`src/rtl/cfg_seq_pkg.sv`:
```
package cfg_seq_pkg;
  typedef enum logic [2:0] {
    ST_SAMPLE    = 3'd0,
    ST_LOAD      = 3'd1,
    ST_WAIT_RDY  = 3'd2,
    ST_XFER      = 3'd3,
    ST_WAIT_DONE = 3'd4,
    ST_OE_PULSE  = 3'd5,
    ST_CRC_HALT  = 3'd6,
    ST_PARK      = 3'd7
  } seq_state_e;
endpackage

```
`src/rtl/cfg_seq_sync.sv`:
```
module cfg_seq_sync #(
  parameter int W = 1
) (
  input  logic         clk_i,
  input  logic         rst_ni,
  input  logic [W-1:0] d_i,
  output logic [W-1:0] q_o
);
  logic [W-1:0] s1_q, s2_q;
  always_ff @(posedge clk_i or negedge rst_ni) begin
    if (!rst_ni) begin
      s1_q <= '0;
      s2_q <= '0;
    end else begin
      s1_q <= d_i;
      s2_q <= s1_q;
    end
  end
  assign q_o = s2_q;
endmodule

```
`src/rtl/cfg_seq_opt_loader.sv`:
```
module cfg_seq_opt_loader #(
  parameter int                ADDR_W = 16,
  parameter int                DATA_W = 16,
  parameter logic [ADDR_W-1:0] BASE   = 16'h8000,
  parameter int                WORDS  = 32
) (
  input  logic              clk_i,
  input  logic              rst_ni,
  input  logic              en_i,
  input  logic [DATA_W-1:0] data_i,
  input  logic              valid_i,
  output logic [ADDR_W-1:0] addr_o,
  output logic              rd_o,
  output logic              done_o,
  output logic [DATA_W-1:0] word0_o
);
  localparam int IDX_W = (WORDS > 1) ? $clog2(WORDS) : 1;

  logic [IDX_W-1:0]  idx_q;
  logic [DATA_W-1:0] w0_q;
  logic              take;

  assign take    = en_i && valid_i;
  assign rd_o    = en_i;
  assign addr_o  = en_i ? (BASE + ADDR_W'(idx_q)) : '0;
  assign done_o  = take && (idx_q == IDX_W'(WORDS - 1));
  assign word0_o = w0_q;

  always_ff @(posedge clk_i or negedge rst_ni) begin
    if (!rst_ni) begin
      idx_q <= '0;
      w0_q  <= '0;
    end else if (take) begin
      idx_q <= idx_q + 1'b1;
      if (idx_q == '0) w0_q <= data_i;
    end
  end
endmodule

```
`src/rtl/cfg_seq_cnt.sv`:
```
// Window counter: last_o flags the increment that completes LIMIT counts.
module cfg_seq_cnt #(
  parameter int LIMIT = 64
) (
  input  logic clk_i,
  input  logic rst_ni,
  input  logic clr_i,
  input  logic inc_i,
  output logic last_o
);
  localparam int CW = (LIMIT > 1) ? $clog2(LIMIT) : 1;

  logic [CW-1:0] cnt_q;

  assign last_o = inc_i && (cnt_q == CW'(LIMIT - 1));

  always_ff @(posedge clk_i or negedge rst_ni) begin
    if (!rst_ni)     cnt_q <= '0;
    else if (clr_i)  cnt_q <= '0;
    else if (inc_i)  cnt_q <= cnt_q + 1'b1;
  end
endmodule

```
`src/rtl/cfg_seq_satcnt.sv`:
```
module cfg_seq_satcnt #(
  parameter int W = 4
) (
  input  logic         clk_i,
  input  logic         rst_ni,
  input  logic         inc_i,
  output logic [W-1:0] cnt_o
);
  logic [W-1:0] cnt_q;
  always_ff @(posedge clk_i or negedge rst_ni) begin
    if (!rst_ni)                 cnt_q <= '0;
    else if (inc_i && !(&cnt_q)) cnt_q <= cnt_q + 1'b1;
  end
  assign cnt_o = cnt_q;
endmodule

```
`src/rtl/cfg_seq.sv`:
```
module cfg_seq
  import cfg_seq_pkg::*;
#(
  parameter int                ADDR_W    = 16,
  parameter int                DATA_W    = 16,
  parameter logic [ADDR_W-1:0] OPT_BASE  = 16'h8000,
  parameter int                OPT_WORDS = 32,
  parameter int                PAGE_W    = 3,
  parameter int                DONE_TMO  = 64,
  parameter int                OE_PULSE  = 16,
  parameter int                CNT_W     = 4
) (
  input  logic              clk_i,
  input  logic              rst_ni,
  input  logic [PAGE_W-1:0] page_sel_i,
  output logic [ADDR_W-1:0] flash_addr_o,
  output logic              flash_rd_o,
  input  logic [DATA_W-1:0] flash_data_i,
  input  logic              flash_valid_i,
  output logic              flash_bus_en_o,
  input  logic              tgt_status_i,
  input  logic              tgt_done_i,
  output logic              tgt_oe_o,
  output logic              xfer_start_o,
  output logic              xfer_run_o,
  input  logic              xfer_last_i,
  input  logic              dclk_tick_i,
  output logic              park_o,
  output logic [PAGE_W-1:0] cfg_page_o,
  output logic [DATA_W-1:0] opt_cfg_o,
  output logic [CNT_W-1:0]  done_err_cnt_o,
  output logic [CNT_W-1:0]  crc_err_cnt_o,
  output logic [2:0]        state_o
);
  localparam int N_ERR = 2;

  seq_state_e        state_q, state_d;
  logic              status_s, done_s;
  logic              load_done, tmo_last, oe_last;
  logic              start_q;
  logic [PAGE_W-1:0] page_q;
  logic [N_ERR-1:0]  err_inc;
  logic [CNT_W-1:0]  err_cnt [N_ERR];

  cfg_seq_sync #(.W(2)) u_sync (
    .clk_i (clk_i),
    .rst_ni(rst_ni),
    .d_i   ({tgt_status_i, tgt_done_i}),
    .q_o   ({status_s, done_s})
  );

  cfg_seq_opt_loader #(
    .ADDR_W(ADDR_W), .DATA_W(DATA_W), .BASE(OPT_BASE), .WORDS(OPT_WORDS)
  ) u_load (
    .clk_i  (clk_i),
    .rst_ni (rst_ni),
    .en_i   (state_q == ST_LOAD),
    .data_i (flash_data_i),
    .valid_i(flash_valid_i),
    .addr_o (flash_addr_o),
    .rd_o   (flash_rd_o),
    .done_o (load_done),
    .word0_o(opt_cfg_o)
  );

  // done window counts configuration clock ticks, not system clocks
  cfg_seq_cnt #(.LIMIT(DONE_TMO)) u_tmo (
    .clk_i (clk_i),
    .rst_ni(rst_ni),
    .clr_i (state_q != ST_WAIT_DONE),
    .inc_i ((state_q == ST_WAIT_DONE) && dclk_tick_i),
    .last_o(tmo_last)
  );

  cfg_seq_cnt #(.LIMIT(OE_PULSE)) u_oep (
    .clk_i (clk_i),
    .rst_ni(rst_ni),
    .clr_i (state_q != ST_OE_PULSE),
    .inc_i (state_q == ST_OE_PULSE),
    .last_o(oe_last)
  );

  always_comb begin
    state_d = state_q;
    unique case (state_q)
      ST_SAMPLE:    state_d = ST_LOAD;
      ST_LOAD:      if (load_done) state_d = ST_WAIT_RDY;
      ST_WAIT_RDY:  if (status_s && !done_s) state_d = ST_XFER;
      ST_XFER: begin
        if (!status_s)        state_d = ST_CRC_HALT;
        else if (xfer_last_i) state_d = ST_WAIT_DONE;
      end
      ST_WAIT_DONE: begin
        if (done_s)           state_d = ST_PARK;
        else if (!status_s)   state_d = ST_CRC_HALT;
        else if (tmo_last)    state_d = ST_OE_PULSE;
      end
      ST_OE_PULSE:  if (oe_last) state_d = ST_WAIT_RDY;
      ST_CRC_HALT:  if (status_s) state_d = ST_WAIT_RDY;
      ST_PARK:      state_d = ST_PARK;
      default:      state_d = ST_SAMPLE;
    endcase
  end

  always_ff @(posedge clk_i or negedge rst_ni) begin
    if (!rst_ni) begin
      state_q <= ST_SAMPLE;
      start_q <= 1'b0;
      page_q  <= '0;
    end else begin
      state_q <= state_d;
      start_q <= (state_q == ST_WAIT_RDY) && (state_d == ST_XFER);
      if (state_q == ST_SAMPLE) page_q <= page_sel_i;
    end
  end

  assign err_inc[0] = (state_q == ST_WAIT_DONE) && (state_d == ST_OE_PULSE);
  assign err_inc[1] = (state_q != ST_CRC_HALT) && (state_d == ST_CRC_HALT);

  for (genvar g = 0; g < N_ERR; g++) begin : g_err
    cfg_seq_satcnt #(.W(CNT_W)) u_cnt (
      .clk_i (clk_i),
      .rst_ni(rst_ni),
      .inc_i (err_inc[g]),
      .cnt_o (err_cnt[g])
    );
  end

  assign done_err_cnt_o = err_cnt[0];
  assign crc_err_cnt_o  = err_cnt[1];
  assign flash_bus_en_o = (state_q != ST_PARK);
  assign tgt_oe_o       = (state_q != ST_OE_PULSE);
  assign xfer_start_o   = start_q;
  assign xfer_run_o     = (state_q == ST_XFER) || (state_q == ST_WAIT_DONE);
  assign park_o         = (state_q == ST_PARK);
  assign cfg_page_o     = page_q;
  assign state_o        = state_q;
endmodule

```
`config.mk`:
```
export PLATFORM = sky130hd
export DESIGN_NAME = cfg_seq
export DESIGN_NICKNAME = d
export VERILOG_FILES = /design/src/rtl/cfg_seq_pkg.sv /design/src/rtl/cfg_seq_sync.sv /design/src/rtl/cfg_seq_opt_loader.sv /design/src/rtl/cfg_seq_cnt.sv /design/src/rtl/cfg_seq_satcnt.sv /design/src/rtl/cfg_seq.sv
export SDC_FILE = /design/constraint.sdc
export NUM_CORES = 1
export LEC_CHECK = 0
export BUFFER_PORTS_ARGS = -buffer_cell sky130_fd_sc_hd__buf_2
export CAP_MARGIN = 5
export CORE_MARGIN = 8
export CORE_UTILIZATION = 51
export CTS_CLUSTER_DIAMETER = 120
export DETAILED_ROUTE_END_ITERATION = 16
export HOLD_SLACK_MARGIN = 0.12
export PLACE_DENSITY = 0.8
export SKIP_LAST_GASP = 1
export SLEW_MARGIN = 25
export SYNTH_ARGS = -nofsm -noshare
export SYNTH_HDL_FRONTEND = slang
export SYNTH_SLANG_ARGS = --single-unit
```
`constraint.sdc`:
```
create_clock -name clk_i -period 3.7 [get_ports clk_i]
set_clock_uncertainty 0.1 [all_clocks]
set_input_delay 0.37 -clock clk_i [delete_from_list [all_inputs] [get_ports clk_i]]
set_output_delay 0.37 -clock clk_i [all_outputs]
set_load 0.05 [all_outputs]
```
# ---- Word level (Yosys, flattened, before mapping)
# Index checks and enable logic that the tools add are counted.
# W data, S select, Z words.
dict set report op_classes {
  addsub 6
  eq_ne 17
  n_mux 15
  n_reduce_logical 22
}
# op count
set ops {}
lappend ops {{$mux W3} 9}
lappend ops {{$pmux W3 S8} 1}
lappend ops {{$eq A3 B3 Y1 const B} 6}
lappend ops {{$add A16 B5 Y16 const A} 1}
lappend ops {{$mux W16} 1}
lappend ops {{$add A4 B1 Y4 const B} 3}
lappend ops {{$mux W6} 2}
lappend ops {{$ne A3 B3 Y1 const B} 4}
lappend ops {{$logic_and A1 B1 Y1} 11}
lappend ops {{$eq A3 B2 Y1 const B} 3}
lappend ops {{$mux W4} 2}
lappend ops {{$reduce_and A4 Y1} 2}
lappend ops {{$add A6 B1 Y6 const B} 1}
lappend ops {{$eq A6 B6 Y1 const B} 1}
lappend ops {{$add A5 B1 Y5 const B} 1}
lappend ops {{$eq A5 B5 Y1 const B} 1}
lappend ops {{$logic_not A5 Y1} 1}
lappend ops {{$eq A4 B4 Y1 const B} 1}
lappend ops {{$reduce_bool A2 Y1} 2}
lappend ops {{$eq A3 B1 Y1 const B} 1}
lappend ops {{$logic_not A1 Y1} 3}
lappend ops {{$logic_not A3 Y1} 1}
lappend ops {{$reduce_and A2 Y1} 1}
lappend ops {{$logic_or A1 B1 Y1} 1}
dict set report totals {
  register_bits 50
  in_bits 26
  output_inout_bits 52
  word_cells 71
}

# ---- Logic depth before layout (Yosys ltp)
# Gate-level depths: netlist (run 1).
dict set report logic_depth {
  depth_word 10
  depth_mapped 8
  depth_no_buf 8
}

# ---- Hierarchy
# From an unflattened synthesis (run 1), not the netlist that was laid out.
dict set report unflattened {
  hier_cells 216
  hier_area_um2 2555.0
}
# module n_inst cells_per_inst area_per_inst_um2 seq_area_each_um2
set by_module_without_submodules {}
lappend by_module_without_submodules {cfg_seq_opt_loader 1 75 1049.8 525.5}
lappend by_module_without_submodules {cfg_seq 1 51 466.7 175.2}
lappend by_module_without_submodules {cfg_seq_satcnt 2 20 210.2 100.1}
lappend by_module_without_submodules {{cfg_seq_cnt at u_tmo} 1 28 290.3 150.1}
lappend by_module_without_submodules {{cfg_seq_cnt at u_oep} 1 18 227.7 100.1}
lappend by_module_without_submodules {cfg_seq_sync 1 4 100.1 100.1}

# ---- Worst setup path before layout (run 1)
# Ideal clock, no wire load.
dict set report synth_path {
  path_kind {register to register}
  from {reg state_q[0] (netlist: state_o[0])}
  to {reg g_err[1].u_cnt.cnt_q[2]}
  setup_ns 0.125
  t_arrival_ns 2.565
  required_time_ns 3.475
  setup_slack_ns 0.909
  stages_incl_launch_ff 6
  n_path_buf 0
  synth_period_minus_slack_ns 2.791
  path_cell_list {dfrtp_1 -> nor3b_2 -> nand3_1 -> nand2_1 -> or3b_1 -> mux2_4}
}
dict set report synth_between {
  word_cells_on_any_way 27
  cone_classes {eq/ne (9); mux (10); reduce/logical (8)}
}
# item line
set synth_lines {}
lappend synth_lines {{start: declaration} cfg_seq.sv:37} ;# seq_state_e state_q, state_d;
lappend synth_lines {{start signal: assignment} cfg_seq.sv:111} ;# state_q <= state_d;
lappend synth_lines {{$eq A3 B1 Y1 (*)} cfg_seq.sv:57} ;# .en_i (state_q == ST_LOAD),
lappend synth_lines {{net flash_rd_o} cfg_seq.sv:17} ;# output logic flash_rd_o,
lappend synth_lines {{$logic_and A1 B1 Y1} cfg_seq_opt_loader.sv:23} ;# assign take = en_i && valid_i;
lappend synth_lines {{$logic_and A1 B1 Y1} cfg_seq_opt_loader.sv:26} ;# assign done_o = take && (idx_q == IDX_W'(WORDS - 1));
lappend synth_lines {{$mux W3} cfg_seq.sv:87} ;# ST_LOAD: if (load_done) state_d = ST_WAIT_RDY;
lappend synth_lines {{$pmux W3 S8 (*)} cfg_seq.sv:85} ;# unique case (state_q)
lappend synth_lines {{$eq A3 B3 Y1 (*)} cfg_seq.sv:118} ;# assign err_inc[1] = (state_q != ST_CRC_HALT) && (state_d == ST_CRC_HALT);
lappend synth_lines {{$logic_and A1 B1 Y1 (*)} cfg_seq.sv:118}
lappend synth_lines {{$logic_and A1 B1 Y1 (*)} cfg_seq_satcnt.sv:12} ;# else if (inc_i && !(&cnt_q)) cnt_q <= cnt_q + 1'b1;
lappend synth_lines {{end signal: assignment} cfg_seq_satcnt.sv:12}
lappend synth_lines {{end: declaration} cfg_seq_satcnt.sv:9} ;# logic [W-1:0] cnt_q;
# The timed path passes the listed nets; every way through them passes the cells marked *.
# A chain may end at the register's enable or synchronous reset.

# ---- Final worst setup path (run 1)
dict set report layout_path {
  from {reg state_q[0] (netlist: state_o[0])}
  to {out flash_addr_o[2]}
}
dict set report layout_between {
  elab_chain_cells 2
}
# item line
set layout_lines {}
lappend layout_lines {{$eq A3 B1 Y1} cfg_seq.sv:57}
lappend layout_lines {{$mux W16} cfg_seq_opt_loader.sv:25} ;# assign addr_o = en_i ? (BASE + ADDR_W'(idx_q)) : '0;
lappend layout_lines {{end: declaration} cfg_seq.sv:16} ;# output logic [ADDR_W-1:0] flash_addr_o,
# Every way passes these cells.

==> metrics.txt, run 1 <==
CP endpoint kind=output port; XOR/XNOR Fraction of Synth Area=0.0426; Distinct cells, synth=47; most common cell after layout, fill and taps aside=buf_2; number of synthesized flops with an enable pin=0; Initial Util=0.526; clk_lat worst skew=0.30 ns; cts bufs inserted=5; syn avg cell area=12.3 µm²; CP arrival=2.01 ns; setup violators final=0; Iteration-0 DRC Markers=98; Crit Path Class=flip-flop to output port; Hold EP=u_load.word0_o[10]; DR vias=1654; ys async rst share=1.00; FF-to-FF End=u_load.word0_o[14]; CP Cell Sequence=nor3b_2, and2_2, buf_2; htree depth=2; Fin Setup TNS=0 ns; Area Overhead vs Synth=17.8%; Static Leak=1.52 nW; final-report hold violation count=0; post-synthesis compound-gate area fraction=0.0518; Tot GR Track Use=0.139; Remaining Overflow, GRT=0; # IOs=78; Rows=25; TritonRoute pass-1 iters=4; core area=4690 µm²; cells after synthesis=200; CTS tree=yes; Post-DP Area=2780 µm²; Synth Flop Type=dfrtp_1; worst hold path type=input pin to flip-flop; startpoint type of the worst setup path=flip-flop; worst rel slew slack=0.593; IO Port Bufs=67; Slew @ Worst Pin=0.610 ns; # DRC=0; share of cells above drive strength 1=0.395; Top Family by Delay on Critical Path=simple AND/OR/NAND/NOR gates; largest area contributor in the netlist=dfrtp_1; maximum vdd drop=0.000565 V; post-route setup slack=1.22 ns; pre-CTS WS=1.33 ns; design area=2910 µm²; die width=85.5 µm; largest family of logic cells by synthesized area=simple AND/OR/NAND/NOR gates; die footprint=7320 µm²; Clk pin slew, worst setup/hold paths=0.08 ns; nets=303; Max FO, Critical Path=16; largest net degree at the start of global routing=51; sequential cell area fraction in the yosys report=0.507; Worst EP required=3.23 ns; quantity of gates resized following cts=0; GPL Wtd Cong=0.722; fmax=404 MHz; FF-to-FF Start=state_o[0]; vias in the first global route=1779; Tot Pwr=2.77 mW; Post-Synth Adder-Cell Area=0.0355; status=finished clean; top cells by area, synth=dfrtp_1, mux2_4, mux2_1; HPWL Detailed=3570 µm; Final Slew Violations=0; max-cap violation count=0; Yosys warning count=0; reg2reg setup slack=1.31 ns; Synth top area share=0.507; Fill cells=396; WL per Instance=14.5 µm; R2R depth=4; CTS max path bufs=2; CP max stage cell=dfrtp_1; Power Dens Cells=953 nW/µm²; root buffer cell=clkbuf_8; Seq cells post-synth=50; Mapped Area=2470 µm²; simple-gate portion of the synthesized area=0.167; Final Cycle Share=0.670; hold-critical path depth=2; initial antenna violation count=0; CP max stage delay=0.64 ns; Tmin final=2.48 ns; highest-count cells in the layout ignoring fill and taps=buf_2, dfrtp_1, nor2_1, nand2_1, mux2_4; Die Span Y=85.5 µm; CTS Sinks=50; crit path buf inv count=1; first-pass GRT wire length=8200 µm; Final ANT Viol Nets=0; # diodes=0; vias per cell=5.09; Routed WL=4730 µm; RSZ-0062 raised after global routing=false; Hold Crit Start=flash_data_i[10]; mux cell area share after synthesis=0.139
## layout make-up
type                       instances  area, µm²  area share
sequential                        50       1250       0.431
multi-input combinational        139       1110       0.383
timing repair buffer              70        368       0.127
clock buffer                       7       86.3      0.0297
tap                               54       67.6      0.0233
inverter                           4       15.0     0.00517
clock inverter                     1       5.00     0.00172
## cell usage after synthesis (2+ instances only)
cell type / instances
a21oi_1: 4
and2_1: 2
and2_2: 5
and3_1: 3
buf_4: 13
dfrtp_1: 50
ha_1: 7
inv_1: 4
mux2_1: 10
mux2_2: 4
mux2_4: 11
mux2i_1: 2
nand2_1: 13
nand2b_1: 3
nand3_1: 7
nand3b_1: 2
nand4_1: 5
nor2_1: 13
nor3b_2: 2
o21ai_0: 3
xnor2_1: 8
xor2_1: 4
## worst max path at each step
stage | start | end | cells past startpoint
6_report | state_o[0] | flash_addr_o[2] | 3
2_1_floorplan | state_o[0] | g_err[1].u_cnt.cnt_o[2] | 5
3_3_place_gp | state_o[0] | u_load.word0_o[0] | 4
5_1_grt | state_o[0] | flash_addr_o[4] | 3
3_5_place_dp | state_o[0] | u_load.word0_o[0] | 4
4_1_cts | state_o[0] | flash_addr_o[2] | 3
## through the flow
stage,instances,util,hold WS [ns]
global route,325,0.619,0.175
CTS,325,0.619,0.177
global placement,314,0.593,0.234
detailed placement,314,0.593,0.236
floorplan,209,-,-0.0256
finish,325,0.619,0.184
## what timing repair did
| item | CTS | global route |
|---|---|---|
| setup endpoints to repair | 0 | 0 |
| buffers inserted | 0 | 0 |
| hold buffers | 3 | 0 |
| hold endpoints to repair | 52 | 0 |
## layer usage
metal	wire [µm]	vias to the layer above	GRT usage
met3	466	6	0.0621
met5	0	-	0
met4	57	0	0.0430
met1	2140	770	0.168
li1	-	812	-
met2	2070	66	0.217
## kinds of logic after synthesis
kind of cell	after synthesis
fa+ha+maj	7
buf+inv	20
xor+xnor	12
other cells	1
flops	50
simple gates	69
compound gates	14
mux	27
## worst register-to-register path, stage by stage, from the launching register on
cell and delay (ns):
dfrtp_1 0.64, nor3b_2 0.56, and2_1 0.37, nand2_4 0.23
mux2_1 0.37
## sequential cells by signal, summed over array words and instances, names as in the netlist
signal and cells:
cfg_page_o 3, g_err.u_cnt.cnt_o 8, state_o 3, u_load.idx_q 5, u_load.word0_o 16, u_oep.cnt_q 4
u_sync.q_o 2, u_sync.s1_q 2, u_tmo.cnt_q 6, xfer_start_o 1
## where the power goes
group | internal, mW | switching [mW] | total (mW)
Clock | 0.151 | 0.167 | 0.318
Combinational | 0.451 | 1.07 | 1.52
Sequential | 0.737 | 0.195 | 0.932
No activity file was read; power rests on OpenSTA's default activity.
==> run 2: changes to the inputs <==
==> constraint.sdc (replaced) <==
create_clock -name clk_i -period 2.5 [get_ports clk_i]
set_clock_uncertainty 0.1 [all_clocks]
set_input_delay 0.25 -clock clk_i [delete_from_list [all_inputs] [get_ports clk_i]]
set_output_delay 0.25 -clock clk_i [all_outputs]
set_load 0.05 [all_outputs]
==> run 2 against run 1 <==
Effect of this change:
- combinational power rose by 53%
- routed wire length grew 19%
- sequential cell count unchanged
- die area is the same
- global-route usage is 2.6 points higher
- sequential share of layout area down 3.7 points
- critical endpoint is now g_err[1].u_cnt.cnt_o[2]
- power increased by 59%
- critical path type is now flip-flop to flip-flop
- hold slack got worse by 0.027 ns
- via count increased by 8.0%
- largest cell class unchanged
- clock power is 120% higher
==> metrics.txt, run 2 (synthesis results as in run 1) <==
Multi-input gate area=1120 µm²; cell internal pwr=2.23 mW; GPL Wtd Cong=0.822; Remaining Overflow, GRT=0; worst rel slew slack=0.615; clk_lat worst skew=0.30 ns; Comb power frac=0.526; Fill cells=356; Final ANT Viol Nets=0; Util after Layout=0.678; crit path buf inv count=0; Slew @ Worst Pin=0.578 ns; critical path depth in cells=8; vias in the first global route=1951; Static Leak=1.64 nW; htree depth=2; core area=4690 µm²; CTS max path bufs=2; CP max stage cell=or3b_1; fmax=438 MHz; Crit Path Class=flip-flop to flip-flop; Seq. cell area=1250 µm²; Largest register FFs=16; Post-CTS Setup Repair Bufs=0; R2R depth=8; final-report hold violation count=0; Tot Pwr=4.40 mW; hold-critical path depth=3; part of the power in registers=0.316; Routed WL=5650 µm; # IOs=78; pre-CTS WS=0.218 ns; Initial Util=0.526; CTS Sinks=50; CP endpoint kind=flip-flop; CTS tree=yes; Power Dens Cells=1380 nW/µm²; HPWL Detailed=3850 µm; root buffer cell=clkbuf_8; Sw Share=0.492; quantity of gates resized following cts=0; CP max stage delay=0.43 ns; Clk pin slew, worst setup/hold paths=0.09 ns; setup violators final=0; CP Cell Sequence=ha_1, and3_1, ha_1, nand2_1, a21oi_2, o2111ai_4, or3b_1, mux2_4; Fin Hold WS=0.157 ns; WL per Instance=16.2 µm; RSZ-0062 raised after global routing=false; clock share of power=0.158; Iteration-0 DRC Markers=75; share of cells above drive strength 1=0.384; Final Slew Violations=0; first-pass GRT wire length=9610 µm; cts bufs inserted=5; Top Family by Delay on Critical Path=simple AND/OR/NAND/NOR gates; Worst EP required=2.59 ns; status=finished clean; nets=326; Rows=25; CP arrival=2.38 ns; die width=85.5 µm; IO Port Bufs=67; DR vias=1787; # DRC=0; most numerous cell on the critical path=ha_1; startpoint type of the worst setup path=flip-flop; Tot GR Track Use=0.165; Area Overhead vs Synth=29.0%; TritonRoute pass-1 iters=4; post-route setup slack=0.215 ns; # diodes=0; die footprint=7320 µm²; most common cell after layout, fill and taps aside=buf_2; max-cap violation count=0; sw power=2.17 mW; largest net degree at the start of global routing=28; initial antenna violation count=0; Max FO, Critical Path=7; highest-count cells in the layout ignoring fill and taps=buf_2, dfrtp_1, dlygate4sd3_1, nor2_1, nand2_1; worst hold path type=input pin to flip-flop; Die Span Y=85.5 µm; maximum vdd drop=0.00102 V; vias per cell=5.14; Final Cycle Share=0.914; Tmin final=2.29 ns; Fin Setup TNS=0 ns
## run 2: cell type report
| class | count | area share |
|---|---|---|
| Clock buffer | 6 | 0.0260 |
| Clock inverter | 2 | 0.0189 |
| Inverter | 4 | 0.00472 |
| Multi-Input combinational cell | 139 | 0.352 |
| Sequential cell | 50 | 0.394 |
| Tap cell | 54 | 0.0212 |
| Timing Repair Buffer | 93 | 0.184 |
## run 2: routing by layer
layer  GRT usage  vias up  routed length [µm]
li1            -      855                   -
met1       0.194      861                2460
met2       0.266       65                2640
met3      0.0735        6                 481
met4      0.0430        0                  61
met5           0        -                   0
## run 2: metrics by stage
step | instances | area, µm²
after floorplan | 209 | 2510
after global placement | 318 | 2820
after detailed placement | 318 | 2820
after CTS | 348 | 3180
after global routing | 348 | 3180
final | 348 | 3180
## run 2: path summary, 6_finish.rpt
kind / start / end / slack (ns)
max in group asynchronous: rst_ni / g_err[0].u_cnt.cnt_o[0] / 1.32
hold / removal: dclk_tick_i / u_tmo.cnt_q[0] / 0.16
setup reg to reg: u_load.idx_q[0] / g_err[1].u_cnt.cnt_o[2] / 0.21
min in group asynchronous: rst_ni / u_oep.cnt_q[3] / 0.37
hold reg to reg: u_sync.s1_q[0] / u_sync.q_o[0] / 0.25
setup / recovery: u_load.idx_q[0] / g_err[1].u_cnt.cnt_o[2] / 0.21
## run 2: power by group through the flow
stage | Combinational, mW | Clock [mW] | Sequential (mW)
after CTS | 2.33 | 0.704 | 1.38
after global placement | 2.27 | 0 | 1.38
final | 2.32 | 0.694 | 1.39
after global routing | 2.46 | 0.742 | 1.43
after floorplan | 1.08 | 0 | 2.12
after detailed placement | 2.31 | 0 | 1.38
## run 2: worst register-to-register path: stages, from the launching register on
cell	delay, ns
dfrtp_1	0.40
ha_1	0.18
and3_1	0.16
ha_1	0.15
nand2_1	0.08
a21oi_2	0.19
o2111ai_4	0.18
or3b_1	0.43
mux2_4	0.30
## run 2: repair_timing
action | in CTS | in global routing
hold buffers | 22 | 0
hold endpoints to repair | 46 | 0
setup endpoints to repair | 0 | 0
==> run 3: changes to the inputs <==
--- a/config.mk
+++ b/config.mk
@@ -12,7 +12,7 @@
 export CTS_CLUSTER_DIAMETER = 120
 export DETAILED_ROUTE_END_ITERATION = 16
 export HOLD_SLACK_MARGIN = 0.12
-export PLACE_DENSITY = 0.8
+export PLACE_DENSITY_LB_ADDON = 0.1
 export SKIP_LAST_GASP = 1
 export SLEW_MARGIN = 25
 export SYNTH_ARGS = -nofsm -noshare
==> run 3 against run 2 <==
Effect of this change:
- via count is 0.67% lower
- count of clock-buffer cells in the layout is 1 higher
- critical path depth stayed put
- sequential share of layout area is 0.65 points higher
- register-to-register slack hardly changed
- cell area is 1.6% lower
- routed wire length is 10% lower
- global-route usage is 2.1 points lower
- critical endpoint unchanged
- largest power group unchanged
==> metrics.txt, run 3 (synthesis results as in run 1) <==
cts bufs inserted=5; Iteration-0 DRC Markers=74; Die Span Y=85.5 µm; Final ANT Viol Nets=0; Clk pin slew, worst setup/hold paths=0.09 ns; initial antenna violation count=0; Slew @ Worst Pin=0.661 ns; Largest register FFs=16; # diodes=0; FF-to-FF Start=u_load.idx_q[1]; reg2reg setup slack=0.21 ns; # IOs=78; IO Port Bufs=67; core area=4690 µm²; maximum vdd drop=0.000742 V; startpoint type of the worst setup path=flip-flop; Fin Setup TNS=0 ns; Rows=25; WL per Instance=14.6 µm; DP Cell Count=320; highest-count cells in the layout ignoring fill and taps=buf_2, dfrtp_1, dlygate4sd3_1, nor2_1, nand2_1; Post-CTS Setup Repair Bufs=0; HPWL Detailed=3710 µm; # DRC=0; first-pass GRT wire length=8400 µm; worst hold path type=input pin to flip-flop; most common cell after layout, fill and taps aside=buf_2; Hold EP=u_tmo.cnt_q[1]; largest net degree at the start of global routing=30; Post-DP Area=2830 µm²; vias in the first global route=1769; CP arrival=2.38 ns; Worst EP required=2.59 ns; Fill cells=373; Non-Filler Instances=349; Crit Path Class=flip-flop to flip-flop; Routed WL=5080 µm; Initial Util=0.526; Fin Hold WS=0.172 ns; hold-critical path depth=3; design area=3130 µm²; status=finished clean; share of cells above drive strength 1=0.380; Final Slew Violations=0; TritonRoute pass-1 iters=4; Hold Crit Start=dclk_tick_i; root buffer cell=clkbuf_8; setup violators final=0; RSZ-0062 raised after global routing=false; clk_lat worst skew=0.30 ns; Area Overhead vs Synth=26.9%; Tot GR Track Use=0.143; CTS Sinks=50; Max FO, Critical Path=7; Remaining Overflow, GRT=0; fmax=437 MHz; R2R depth=8; DR vias=1775; GPL Wtd Cong=0.781; FF-to-FF End=g_err[1].u_cnt.cnt_o[2]; final-report hold violation count=0; Tmin final=2.29 ns; nets=328; die width=85.5 µm; CTS tree=yes; die footprint=7320 µm²; Power Dens Cells=1320 nW/µm²; Static Leak=1.62 nW; CP endpoint kind=flip-flop; vias per cell=5.09; CTS max path bufs=2; worst rel slew slack=0.559; htree depth=2; Final Cycle Share=0.915; max-cap violation count=0
[run 3: worst max path at each step]
stage	start	to	cells past startpoint
finish	u_load.idx_q[1]	g_err[1].u_cnt.cnt_o[2]	8
global route	u_load.idx_q[1]	g_err[1].u_cnt.cnt_o[2]	8
CTS	u_load.idx_q[1]	g_err[1].u_cnt.cnt_o[2]	8
detailed placement	u_load.idx_q[1]	g_err[1].u_cnt.cnt_o[2]	8
global placement	u_load.idx_q[0]	g_err[1].u_cnt.cnt_o[2]	8
floorplan	state_o[1]	g_err[1].u_cnt.cnt_o[2]	6
[run 3: area by class of cell]
type | instances | area, µm² | share of cell area
tap | 54 | 67.6 | 0.0216
clock buffer | 7 | 76.3 | 0.0244
inverter | 4 | 15.0 | 0.00480
sequential | 50 | 1250 | 0.400
timing repair buffer | 95 | 601 | 0.192
multi-input combinational | 139 | 1120 | 0.357
[run 3: power breakdown]
part,total [mW],switching (mW),internal (mW)
sequential,1.37,0.274,1.09
combinational,2.34,1.61,0.730
clock,0.436,0.243,0.193
[run 3: routing by layer]
metal	global-route usage	wire length [µm]	vias to the layer above
met5	0	0	-
met4	0.0382	46	0
met2	0.240	2550	47
li1	-	-	864
met3	0.0640	415	6
met1	0.161	2070	858
[run 3: what timing repair did]
item / in CTS / in global routing
hold endpoints to repair: 48 / 0
hold buffers: 22 / 0
gates resized for setup: 0 / 0
[run 3: critical path, stage by stage (launching register included)]
cell and delay [ns]:
dfrtp_1 0.39, ha_1 0.18, and3_1 0.16, ha_1 0.15, nand2_1 0.09, a21oi_2 0.19, o2111ai_4 0.19, or3b_1 0.44
mux2_4 0.30
[run 3: per-stage QoR]
stage,util,power [mW],setup WS (ns)
3_3_place_gp,0.604,3.68,0.250
5_1_grt,0.667,4.40,0.0653
6_report,0.667,4.14,0.212
2_1_floorplan,-,3.20,0.00823
3_5_place_dp,0.604,3.71,0.214
4_1_cts,0.667,4.18,0.209
